<file path="src/rtl/burst_pkg.sv">
package burst_pkg;
  typedef enum logic [1:0] {
    ST_IDLE  = 2'd0,
    ST_REQ   = 2'd1,
    ST_BURST = 2'd2,
    ST_REL   = 2'd3
  } drain_state_t;
endpackage

</file>
<file path="src/rtl/sample_fifo.sv">
module sample_fifo #(
  parameter int DATA_W = 16,
  parameter int DEPTH  = 16,
  localparam int PW = (DEPTH > 1) ? $clog2(DEPTH) : 1,
  localparam int LW = $clog2(DEPTH + 1)
) (
  input  logic              clk,
  input  logic              rst,
  input  logic              push,
  input  logic [DATA_W-1:0] push_data,
  input  logic              pop,
  output logic [DATA_W-1:0] pop_data,
  output logic [LW-1:0]     level,
  output logic              empty,
  output logic              ovf
);
  logic [DATA_W-1:0] mem [DEPTH];
  logic [PW-1:0] wp, rp;
  logic full, push_ok;

  assign full    = (level == LW'(DEPTH));
  assign empty   = (level == '0);
  assign push_ok = push && !full;

  // storage with registered read: block RAM friendly, no reset
  always_ff @(posedge clk) begin
    if (push_ok) mem[wp] <= push_data;
    if (pop)     pop_data <= mem[rp];
  end

  always_ff @(posedge clk) begin
    if (rst) begin
      wp    <= '0;
      rp    <= '0;
      level <= '0;
      ovf   <= 1'b0;
    end else begin
      if (push_ok) wp <= (wp == PW'(DEPTH - 1)) ? '0 : wp + 1'b1;
      if (pop)     rp <= (rp == PW'(DEPTH - 1)) ? '0 : rp + 1'b1;
      level <= level + LW'(push_ok) - LW'(pop);
      if (push && full) ovf <= 1'b1;
    end
  end
endmodule

</file>
<file path="src/rtl/beat_tracker.sv">
module beat_tracker #(
  parameter int ADDR_W = 24,
  parameter int CNT_W  = 16
) (
  input  logic              clk,
  input  logic              rst,
  input  logic              load,
  input  logic [ADDR_W-1:0] base,
  input  logic [CNT_W-1:0]  count,
  input  logic              step,
  output logic [ADDR_W-1:0] beat_addr,
  output logic              exhausted
);
  logic [ADDR_W-1:0] addr_q;
  logic [CNT_W-1:0]  cnt_q;

  assign exhausted = (cnt_q == '0);

  always_ff @(posedge clk) begin
    if (rst) begin
      addr_q    <= '0;
      cnt_q     <= '0;
      beat_addr <= '0;
    end else if (load) begin
      addr_q <= base;
      cnt_q  <= count;
    end else if (step) begin
      beat_addr <= addr_q;
      addr_q    <= addr_q + 1'b1;
      cnt_q     <= cnt_q - 1'b1;
    end
  end
endmodule

</file>
<file path="src/rtl/drain_fsm.sv">
module drain_fsm
  import burst_pkg::*;
#(
  parameter int LW   = 5,
  parameter int HALF = 8
) (
  input  logic          clk,
  input  logic          rst,
  input  logic [LW-1:0] level,
  input  logic          empty,
  input  logic          exhausted,
  input  logic          arb_gnt,
  input  logic          wr_ready,
  output logic          arb_req,
  output logic          bus_busy,
  output logic          wr_valid,
  output logic          pop,
  output logic          desc_wait
);
  drain_state_t state, nxt;
  logic slot_free, drained;

  assign slot_free = !wr_valid || wr_ready;
  assign pop       = (state == ST_BURST) && !empty && !exhausted && slot_free;
  assign drained   = empty && slot_free;
  assign desc_wait = (state == ST_BURST) && exhausted;

  always_comb begin
    nxt = state;
    unique case (state)
      ST_IDLE:  if (level >= LW'(HALF)) nxt = ST_REQ;
      ST_REQ:   if (arb_gnt)            nxt = ST_BURST;
      ST_BURST: if (drained)            nxt = ST_REL;
      ST_REL:                           nxt = ST_IDLE;
      default:                          nxt = ST_IDLE;
    endcase
  end

  always_ff @(posedge clk) begin
    if (rst) begin
      state    <= ST_IDLE;
      arb_req  <= 1'b0;
      bus_busy <= 1'b0;
      wr_valid <= 1'b0;
    end else begin
      state    <= nxt;
      arb_req  <= (nxt == ST_REQ) || (nxt == ST_BURST);
      bus_busy <= (nxt == ST_BURST);
      if (pop)           wr_valid <= 1'b1;
      else if (wr_ready) wr_valid <= 1'b0;
    end
  end
endmodule

</file>
<file path="src/rtl/burst_drain_ctrl.sv">
module burst_drain_ctrl #(
  parameter int DATA_W = 16,
  parameter int DEPTH  = 16,
  parameter int ADDR_W = 24,
  parameter int CNT_W  = 16
) (
  input  logic              clk,
  input  logic              rst,
  input  logic              smp_valid,
  input  logic [DATA_W-1:0] smp_data,
  output logic              ovf_flag,
  output logic              arb_req,
  input  logic              arb_gnt,
  output logic              bus_busy,
  output logic              wr_valid,
  input  logic              wr_ready,
  output logic [ADDR_W-1:0] wr_addr,
  output logic [DATA_W-1:0] wr_data,
  input  logic              desc_load,
  input  logic [ADDR_W-1:0] desc_base,
  input  logic [CNT_W-1:0]  desc_count,
  output logic              desc_wait
);
  localparam int LW   = $clog2(DEPTH + 1);
  localparam int HALF = DEPTH / 2;

  logic [LW-1:0] fifo_level;
  logic fifo_empty, pop, exhausted;

  sample_fifo #(.DATA_W(DATA_W), .DEPTH(DEPTH)) u_fifo (
    .clk(clk), .rst(rst),
    .push(smp_valid), .push_data(smp_data),
    .pop(pop), .pop_data(wr_data),
    .level(fifo_level), .empty(fifo_empty), .ovf(ovf_flag)
  );

  beat_tracker #(.ADDR_W(ADDR_W), .CNT_W(CNT_W)) u_track (
    .clk(clk), .rst(rst),
    .load(desc_load), .base(desc_base), .count(desc_count),
    .step(pop), .beat_addr(wr_addr), .exhausted(exhausted)
  );

  drain_fsm #(.LW(LW), .HALF(HALF)) u_fsm (
    .clk(clk), .rst(rst),
    .level(fifo_level), .empty(fifo_empty), .exhausted(exhausted),
    .arb_gnt(arb_gnt), .wr_ready(wr_ready),
    .arb_req(arb_req), .bus_busy(bus_busy), .wr_valid(wr_valid),
    .pop(pop), .desc_wait(desc_wait)
  );
endmodule

</file>
<file path="config.mk">
export PLATFORM = sky130hd
export DESIGN_NAME = burst_drain_ctrl
export DESIGN_NICKNAME = d
export VERILOG_FILES = /design/src/rtl/burst_pkg.sv /design/src/rtl/sample_fifo.sv /design/src/rtl/beat_tracker.sv /design/src/rtl/drain_fsm.sv /design/src/rtl/burst_drain_ctrl.sv
export SDC_FILE = /design/constraint.sdc
export NUM_CORES = 1
export LEC_CHECK = 0
export ABC_CLOCK_PERIOD_IN_PS = 6650
export BUFFER_PORTS_ARGS = -buffer_cell sky130_fd_sc_hd__buf_4
export CAP_MARGIN = 10
export CORE_AREA = 8 8 187 189
export CTS_BUF_LIST = sky130_fd_sc_hd__clkbuf_4
export CTS_CLUSTER_SIZE = 16
export DETAILED_ROUTE_END_ITERATION = 10
export DIE_AREA = 0 0 195 197
export GPL_TIMING_DRIVEN = 0
export PLACE_DENSITY = 0.67
export RECOVER_POWER = 25
export SYNTH_ARGS = -nofsm -noshare
export SYNTH_HDL_FRONTEND = slang
export SYNTH_SLANG_ARGS = --single-unit
</file>
<file path="constraint.sdc">
create_clock -name clk -period 6.65 [get_ports clk]
set_input_delay 0.665 -clock clk [delete_from_list [all_inputs] [get_ports clk]]
set_output_delay 0.665 -clock clk [all_outputs]
set_load 0.05 [all_outputs]
</file>
==> flow_summary_export.csv, run 1 <==
group,metric,value,unit
outcome,outcome,"finished, final reports clean",
logic_synthesis,ys_warn_count,0,
routing,num_vias,8846,
sta,grt_setup_unrepaired,"no",
logic_synthesis,yosysMostFrequentCell,"edfxtp_1",
routing,route.met3.wl,2440,microns
routing,drt-pass1-iter-count,6,
final_layout,register_area,0.00983,sq mm
worst_setup_path,cp_cell_sequence,"inv_1 -> ha_1 -> or4b_4 -> nand4b_1 -> nor2_1 -> buf_4",
cts,cts_sinks,355,
sta,slew_violations,0,
routing,met1_length,14300,microns
routing,drtAntennaViolNets,0,
sta,tns,0,ns
final_layout,fin_nets,1216,
sta,finalSetupViolCount,0,
sta,relSlewSlack,0.269,
global_routing,grt_pass1_vias,9114,
cts,post_cts_resized,0,
routing,top_layer_used,"met4",
routing,met2_length,16700,microns
logic_synthesis,netlist_instances,923,
cts,tritoncts,"built",
logic_synthesis,syn_avg_cell_area,15.8,sq um
routing,drc,0,
floorplanning,fp.dieArea,0.0384,sq mm
logic_synthesis,synth.ff_latch_count,355,
worst_setup_path,required,5.98,ns
floorplanning,initial_utilization,0.454,
logic_synthesis,synth_edf_count,272,
logic_synthesis,synthDominantCellAreaShare,0.561,
cts,clkSlewWorstSetupHoldPaths,0.07,ns
worst_setup_path,crit_family,"simple AND/OR/NAND/NOR gates",
power_and_ir_drop,p_per_area,301,mW/mm^2
routing,drt_iter0_drc,676,
logic_synthesis,syn_area,0.0146,sq mm
floorplanning,die_x,195,microns
power_and_ir_drop,ir_worst_vdd,0.152,mV
worst_setup_path,slowest_stage,"nand4b_1",
logic_synthesis,synth_ff_type,"edfxtp_1",
global_routing,grt_overflow,0,
job,drv_cap,0,
worst_setup_path,path_buf_inv,2,
routing,totalWireLength,34300,microns
final_layout,areaGrowthSynthToFinish,18.5,%
placement,io_buffers,104,
placement,gp_congestion,0.800,
cts,holdBufCountCts,0,
final_layout,multi_input_area,0.00443,sq mm
worst_setup_path,critPathMaxStageDelay,0.58,ns
placement,place_inst,1452,
floorplanning,rows,66,
logic_synthesis,synthTopCellsByCount,"edfxtp_1 (272), nor2_1 (92), dfxtp_1 (83), mux4_2 (64), a211oi_1 (48)",
sta,fmax,0.275,GHz
min_path,hold_class,"in -> reg",
cts,cts_root_buf,"clkbuf_4",
worst_setup_path,cp_max_fo,8,
logic_synthesis,ys_seq_area_frac,0.675,
sta,finalCriticalPeriod,3.63,ns
logic_synthesis,yosys.cell_types.count,58,
logic_synthesis,async_flop_share,0,
floorplanning,die_h,197,microns
cts,postCtsSetupBuffers,0,
sta,worst_slew_pin_slew,1.09,ns
worst_setup_path,path_class,"reg -> out",
cts,htree_levels,3,
power_and_ir_drop,finalPower,5200,uW
worst_setup_path,start_kind,"flop",
cts,insertion_delay,0.75,ns
logic_synthesis,yosysTopAreaCell,"edfxtp_1",
worst_setup_path,arrival,2.97,ns
routing,wl_per_cell,21.3,microns
power_and_ir_drop,leakage,0.00571,uW
placement,hpwlAfterDp,23100,microns
global_routing,grt_pass1_wl,52600,microns
cts,numCtsBuffers,91,
final_layout,finalNonFillerCells,1609,
worst_setup_path,end_kind,"primary output",
sta,finalCritPeriodShare,0.546,
final_layout,drive_above_1_share,0.307,
global_routing,antenna_found_initial,2,
global_routing,track_usage,0.179,
sta,hold_viol,0,
logic_synthesis,synth_nets,1002,
sta,timing.hold.ws,0.208,ns
logic_synthesis,synth_top_cells_by_area,"edfxtp_1 (56%), dfxtp_1 (11%), mux4_2 (9.9%)",
global_routing,grt_max_degree,27,
sta,finClkSkew,0.0763,ns
floorplanning,core_area,0.0320,sq mm
final_layout,fill_cells,2642,
cts,clock_path_buffers,3,
routing,via_per_inst,5.50,
floorplanning,io-pin-count,107,
[routing by layer]
| layer | GRT usage | vias to the layer above |
|---|---|---|
| li1 | - | 4067 |
| met1 | 0.227 | 4361 |
| met2 | 0.295 | 351 |
| met3 | 0.0425 | 67 |
| met4 | 0.0707 | 0 |
| met5 | 0 | - |
[tightest hold or removal path: stages]
cell,delay [ns]
buf_4,0.11
inv_1,0.06
a2111oi_2,0.06
[cells in the final DEF (no fill, tap or decap), types with 3 or more instances in the layout]
master	count
edfxtp_1	272
clkbuf_4	138
buf_4	92
dfxtp_1	83
nor2_1	80
mux4_2	64
clkbuf_1	49
a211oi_1	48
mux2i_1	45
xnor2_1	33
a21oi_1	26
nor2b_1	21
nand2_1	18
inv_1	18
nor4_1	17
nand3_1	16
ha_1	16
nor3_1	12
nor2_2	12
buf_2	11
buf_8	11
clkinv_1	10
nand4_1	9
buf_6	8
nor3_2	7
buf_1	7
xor2_1	6
nor4_2	6
a31oi_1	5
o21ai_0	4
nand2b_1	4
and4_1	4
o21bai_1	3
and3_1	3
inv_6	3
[cell type report]
| cell class | instances | area share |
|---|---|---|
| inverter | 19 | 0.00413 |
| antenna | 2 | 0.000290 |
| timing repair buffer | 121 | 0.0555 |
| clock inverter | 17 | 0.00791 |
| clock buffer | 138 | 0.0601 |
| multi-input combinational | 491 | 0.257 |
| tap | 408 | 0.0296 |
| buffer | 58 | 0.0159 |
| sequential | 355 | 0.570 |
[flip-flops by register name, indices dropped and copies added (netlist names)]
register and cells:
u_fifo.level 5, u_fifo.mem 256, u_fifo.ovf 1, u_fifo.pop_data 16
u_fifo.rp 4, u_fifo.wp 4, u_fsm.arb_req 1, u_fsm.bus_busy 1
u_fsm.state 2, u_fsm.wr_valid 1, u_track.addr_q 24, u_track.beat_addr 24
u_track.cnt_q 16
[final timing paths]
kind | start | to | slack [ns] | cells past startpoint
max reg2reg | u_fifo.level[2] | u_fifo.level[4] | 3.12 | 17
min | desc_count[2] | u_track.cnt_q[2] | 0.21 | 3
max | u_track.cnt_q[0] | desc_wait | 3.02 | 6
min reg2reg | u_track.beat_addr[11] | u_track.beat_addr[11] | 0.50 | 2
[cells by family (layout without fill, tap and decap cells)]
group                    Yosys count  after routing  synth area share
AO/OA/AOI/OAI                     98             98            0.0469
AND/OR/NAND/NOR                  228            228            0.0854
adder cells (fa/ha/maj)           17             17            0.0151
multiplexers                     109            109             0.130
XOR/XNOR                          39             39            0.0235
flip-flops                       355            355             0.675
other                              0              2                 0
buffers and inverters             77            353            0.0237
[power breakdown]
part | internal (uW) | switching (uW) | total, uW
sequential | 2500 | 60.8 | 2560
combinational | 316 | 434 | 749
clock | 1020 | 868 | 1890
total | 3830 | 1360 | 5200
[metrics by stage]
| step | worst slack, ns | area (sq um) | util |
|---|---|---|---|
| 2_1_floorplan | 3.54 | 14600 | - |
| 3_3_place_gp | 2.25 | 15800 | 0.494 |
| 3_5_place_dp | 3.09 | 16100 | 0.503 |
| 4_1_cts | 2.91 | 17300 | 0.540 |
| 5_1_grt | 2.84 | 17200 | 0.538 |
| 6_report | 3.02 | 17200 | 0.538 |
Power figures use the tool's default switching activity.
==> run 2, diff against run 1 <==
Settings changed: ABC_CLOCK_PERIOD_IN_PS 6650 to 3800.
Clock period 6.65 ns to 3.8 ns, I/O delays scaled along.
==> flow_summary_export.csv, run 2 (synthesized netlist as in run 1, its figures left out) <==
group,metric,value,unit
outcome,outcome,"finished, final reports clean",
sta,fmax,0.283,GHz
min_path,holdPathStages,4,
sta,finalCritPeriodShare,0.930,
sta,hold_viol,0,
cts,insertion_delay,0.74,ns
final_layout,drive_above_1_share,0.294,
final_layout,largest_reg_flops,256,
routing,drt_iter0_drc,640,
sta,finClkSkew,0.0737,ns
routing,via_per_inst,5.44,
routing,drtAntennaViolNets,0,
cts,clock_path_buffers,3,
floorplanning,die_h,197,microns
sta,tns,0,ns
min_path,hold_class,"in -> reg",
cts,cts_sinks,355,
sta,slew_violations,0,
placement,gp_congestion,0.800,
power_and_ir_drop,ir_worst_vdd,0.272,mV
final_layout,reg_top3,"u_fifo.mem (256), u_track.addr_q (24), u_track.beat_addr (24)",
final_layout,areaGrowthSynthToFinish,22.5,%
floorplanning,die_x,195,microns
worst_setup_path,arrival,4.15,ns
global_routing,grt_pass1_vias,9414,
global_routing,track_usage,0.183,
sta,worst_slew_pin_slew,1.08,ns
worst_setup_path,r2r-end,"u_fifo.level[4]",
floorplanning,initial_utilization,0.454,
worst_setup_path,required,4.41,ns
global_routing,antenna_found_initial,2,
routing,totalWireLength,34900,microns
power_and_ir_drop,finalPower,9140,uW
placement,io_buffers,104,
sta,fin_ws,0.266,ns
final_layout,fin_nets,1273,
sta,finalSetupViolCount,0,
global_routing,grt_overflow,0,
global_routing,grt_max_degree,27,
placement,hpwlAfterDp,23100,microns
floorplanning,rows,66,
routing,drc,0,
power_and_ir_drop,leakage,0.00596,uW
worst_setup_path,cp_max_fo,26,
final_layout,regMostFlops,"u_fifo.mem",
power_and_ir_drop,p_per_area,513,mW/mm^2
cts,tritoncts,"built",
worst_setup_path,reg2regPathDepth,17,
floorplanning,fp.dieArea,0.0384,sq mm
worst_setup_path,ff2ff_setup_slack,0.27,ns
routing,wl_per_cell,21.0,microns
placement,pre_cts_ws,0.240,ns
final_layout,fin_util,0.556,
cts,post_cts_resized,0,
cts,numCtsBuffers,91,
worst_setup_path,start_kind,"flop",
worst_setup_path,end_kind,"flop",
cts,cts_root_buf,"clkbuf_4",
sta,finalCriticalPeriod,3.53,ns
floorplanning,core_area,0.0320,sq mm
cts,htree_levels,3,
sta,grt_setup_unrepaired,"no",
min_path,min_to,"u_track.addr_q[23]",
floorplanning,io-pin-count,107,
routing,drt-pass1-iter-count,4,
job,drv_cap,0,
routing,num_vias,9065,
worst_setup_path,path_class,"reg -> reg",
cts,clkSlewWorstSetupHoldPaths,0.06,ns
final_layout,mostFrequentLayoutCells,"edfxtp_1 (272), clkbuf_4 (138), buf_4 (93)",
global_routing,grt_pass1_wl,54100,microns
min_path,hp-start,"desc_base[23]",
sta,timing.hold.ws,0.0836,ns
worst_setup_path,r2r-start,"u_fifo.level[2]",
sta,relSlewSlack,0.274,
final_layout,final_common_cell,"edfxtp_1",
run 2: what timing repair did:
item                                    CTS  global route
endpoints found under the hold margin   297             0
setup buffers                             0             0
hold buffers                             57             0
endpoints found under the setup margin    0             0
run 2: through the flow:
stage / std cells / area, sq um
final: 1666 / 17800
after global routing: 1666 / 17800
after CTS: 1664 / 17900
after detailed placement: 1452 / 16100
after global placement: 1435 / 15800
after floorplan: 923 / 14600
run 2: final cells by class:
cell class / count / area [sq um]
well taps: 408 / 510
plain buffers: 58 / 274
multi-input cells: 491 / 4430
fillers: 2577 / 14200
repair buffers: 178 / 1530
flip-flops and latches: 355 / 9830
clock inverters: 17 / 136
clock buffers: 138 / 1040
diodes: 2 / 5.00
inverters: 19 / 71.3
run 2: how the worst max path moves through the flow:
stage / slack (ns) / from / endpoint / cells past startpoint
finish: 0.27 / u_fifo.level[2] / u_fifo.level[4] / 17
global route: 0.02 / u_fifo.level[3] / u_fifo.level[4] / 17
floorplan: 0.69 / u_track.cnt_q[0] / u_fifo.level[4] / 17
detailed placement: 0.24 / u_fifo.level[2] / u_fifo.level[4] / 17
CTS: 0.24 / u_fifo.level[2] / u_fifo.level[4] / 17
global placement: -0.45 / u_fifo.level[2] / u_fifo.mem[1][11] / 5
run 2: metal layers:
layer	GRT usage	wire, microns	part of all wire	vias to the layer above
li1	-	-	-	4177
met1	0.230	14600	0.42	4472
met2	0.305	17100	0.49	342
met3	0.0420	2300	0.066	74
met4	0.0730	942	0.027	0
met5	0	0	0	-
run 2: report_power, final:
group / leakage (uW) / switching [uW] / internal [uW]
Clock: 0.000697 / 1520 / 1780
Sequential: 0.00314 / 107 / 4370
Combinational: 0.00212 / 770 / 591
run 2: critical path: stages (launching register included):
cell,delay [ns]
dfxtp_1,0.31
inv_1,0.10
ha_1,0.21
or4b_1,0.49
nand3_1,0.19
buf_2,0.30
nor2_1,0.08
buf_4,0.28
ha_1,0.34
inv_1,0.04
ha_1,0.19
inv_1,0.07
fa_1,0.20
inv_1,0.05
a21oi_1,0.12
nor2_1,0.06
or3_1,0.30
a21oi_1,0.13
==> run 3, diff against run 2 <==
Settings changed: REMOVE_ABC_BUFFERS set to 1.
==> flow_summary_export.csv, run 3 (synthesized netlist as in run 1, its figures left out) <==
group,metric,value,unit
outcome,outcome,"finished, final reports clean",
floorplanning,core_area,0.0320,sq mm
worst_setup_path,cp_max_fo,25,
placement,dpl_cell_area,0.0160,sq mm
sta,finalSetupViolCount,0,
power_and_ir_drop,leakage,0.00597,uW
routing,wl_per_cell,19.5,microns
sta,tns,0,ns
power_and_ir_drop,comb_power_share,0.143,
sta,finClkSkew,0.0617,ns
floorplanning,die_h,197,microns
min_path,holdPathStages,4,
final_layout,final_common_cell,"edfxtp_1",
min_path,hold_class,"in -> reg",
worst_setup_path,r2r-end,"u_fifo.level[4]",
sta,finalCriticalPeriod,3.50,ns
final_layout,fin_nets,1239,
final_layout,reg_top3,"u_fifo.mem (256), u_track.addr_q (24), u_track.beat_addr (24)",
power_and_ir_drop,pwr-share-seq,0.498,
routing,via_per_inst,5.37,
final_layout,fin_util,0.559,
min_path,hp-start,"arb_gnt",
power_and_ir_drop,ir_worst_vdd,0.422,mV
final_layout,areaGrowthSynthToFinish,23.1,%
worst_setup_path,reg2regPathDepth,16,
global_routing,grt_pass1_wl,49800,microns
min_path,min_to,"u_fsm.state[1]",
sta,hold_viol,0,
routing,drc,0,
routing,drt-pass1-iter-count,5,
cts,insertion_delay,0.77,ns
floorplanning,fp.dieArea,0.0384,sq mm
power_and_ir_drop,p_per_area,507,mW/mm^2
floorplanning,die_x,195,microns
worst_setup_path,end_kind,"flop",
final_layout,regMostFlops,"u_fifo.mem",
sta,worst_slew_pin_slew,0.932,ns
final_layout,largest_reg_flops,256,
worst_setup_path,arrival,4.14,ns
placement,gp_congestion,0.737,
worst_setup_path,crit_family,"simple AND/OR/NAND/NOR gates",
floorplanning,initial_utilization,0.454,
worst_setup_path,path_class,"reg -> reg",
cts,cts_root_buf,"clkbuf_4",
power_and_ir_drop,power.share.switching,0.259,
power_and_ir_drop,p_int,6720,uW
global_routing,grt_max_degree,85,
power_and_ir_drop,p_sw,2350,uW
sta,relSlewSlack,0.379,
global_routing,track_usage,0.165,
global_routing,grt_overflow,0,
sta,slew_violations,0,
cts,clock_path_buffers,3,
cts,tritoncts,"built",
worst_setup_path,ff2ff_setup_slack,0.30,ns
routing,drtAntennaViolNets,0,
final_layout,finalInstanceArea,0.0179,sq mm
worst_setup_path,r2r-start,"u_track.cnt_q[0]",
sta,grt_setup_unrepaired,"no",
routing,num_vias,8794,
cts,htree_levels,3,
floorplanning,rows,66,
worst_setup_path,cp_cell_sequence,"inv_1 -> ha_1 -> or4b_4 -> and4b_4 -> nor2_4 -> buf_12 -> ha_1 -> inv_1 -> ha_1 -> inv_1 -> fa_1 -> inv_1 -> a21oi_1 -> nor2_1 -> or3_1 -> a21oi_1",
worst_setup_path,slowest_stage,"or4b_4",
power_and_ir_drop,finalPower,9080,uW
sta,fmax,0.286,GHz
worst_setup_path,path_buf_inv,5,
worst_setup_path,start_kind,"flop",
cts,numCtsBuffers,93,
worst_setup_path,critPathMaxStageDelay,0.53,ns
cts,clkSlewWorstSetupHoldPaths,0.06,ns
global_routing,grt_pass1_vias,9042,
job,drv_cap,0,
routing,totalWireLength,31900,microns
cts,cts_sinks,355,
sta,finalCritPeriodShare,0.921,
placement,io_buffers,106,
floorplanning,io-pin-count,107,
worst_setup_path,cp_common_cell,"inv_1",
final_layout,mostFrequentLayoutCells,"edfxtp_1 (272), clkbuf_4 (140), buf_4 (98)",
worst_setup_path,required,4.44,ns
power_and_ir_drop,power.share.clock,0.359,
global_routing,antenna_found_initial,2,
placement,hpwlAfterDp,19000,microns
routing,drt_iter0_drc,428,
final_layout,drive_above_1_share,0.308,
## run 3: cell count changes in the layout (fill, tap and decap cells not counted), moves of 7 or more
cell / change
clkbuf_1: -35
buf_2: -11
dlygate4sd3_1: +7
buf_1: -7
## run 3: tightest hold or removal path, stage by stage
cell and delay, ns:
buf_4 0.11, nand2_1 0.05, o21ai_0 0.10, nor2b_1 0.14
## run 3: area by class of cell
cell class | instances | area (sq um)
Antenna cell | 4 | 10.0
Clock inverter | 22 | 124
Sequential cell | 355 | 9840
Inverter | 19 | 71.3
Multi-Input combinational cell | 492 | 4470
Fill cell | 2578 | 14100
Clock buffer | 140 | 1050
Tap cell | 408 | 510
Timing Repair Buffer | 199 | 1830
## run 3: what timing repair did
action | in CTS | in global routing
gates resized for setup | 2 | 2
hold endpoints to repair | 298 | 0
setup endpoints to repair | 1 | 1
pin swaps | 0 | 0
hold buffers | 64 | 0
gates cloned | 0 | 1
buffers inserted | 0 | 5
## run 3: per-layer routing
metal,wire [microns],vias up,part of all wire,global-route usage
met5,0,-,0,0
met2,15700,243,0.49,0.272
met4,472,0,0.015,0.0618
met3,1930,38,0.060,0.0496
met1,13800,4374,0.43,0.203
li1,-,4139,-,-
## run 3: per-stage QoR
stage	cells	hold slack, ns	worst slack (ns)
2_1_floorplan	865	0.445	-0.455
3_3_place_gp	1379	0.462	-2.16
3_5_place_dp	1402	0.468	-0.139
4_1_cts	1628	0.0539	0.0199
5_1_grt	1639	0.0965	0.0676
6_report	1639	0.117	0.300
## run 3: power by group through the flow
stage	sequential [uW]	clock (uW)	combinational [uW]
2_1_floorplan	4710	0	729
3_3_place_gp	4640	0	1170
3_5_place_dp	4600	0	1250
4_1_cts	4520	3360	1310
5_1_grt	4540	3560	1440
6_report	4520	3260	1300
## run 3: how the worst max path moves through the flow
stage	start	endpoint	slack, ns	cells after the start
floorplan	u_track.cnt_q[0]	u_fifo.level[4]	-0.45	15
global placement	u_fifo.level[2]	u_fifo.level[4]	-2.16	15
detailed placement	u_track.cnt_q[0]	u_fifo.level[4]	-0.14	16
CTS	u_track.cnt_q[0]	u_fifo.level[4]	0.02	16
global route	u_track.cnt_q[0]	u_fifo.level[4]	0.07	16
finish	u_track.cnt_q[0]	u_fifo.level[4]	0.30	16
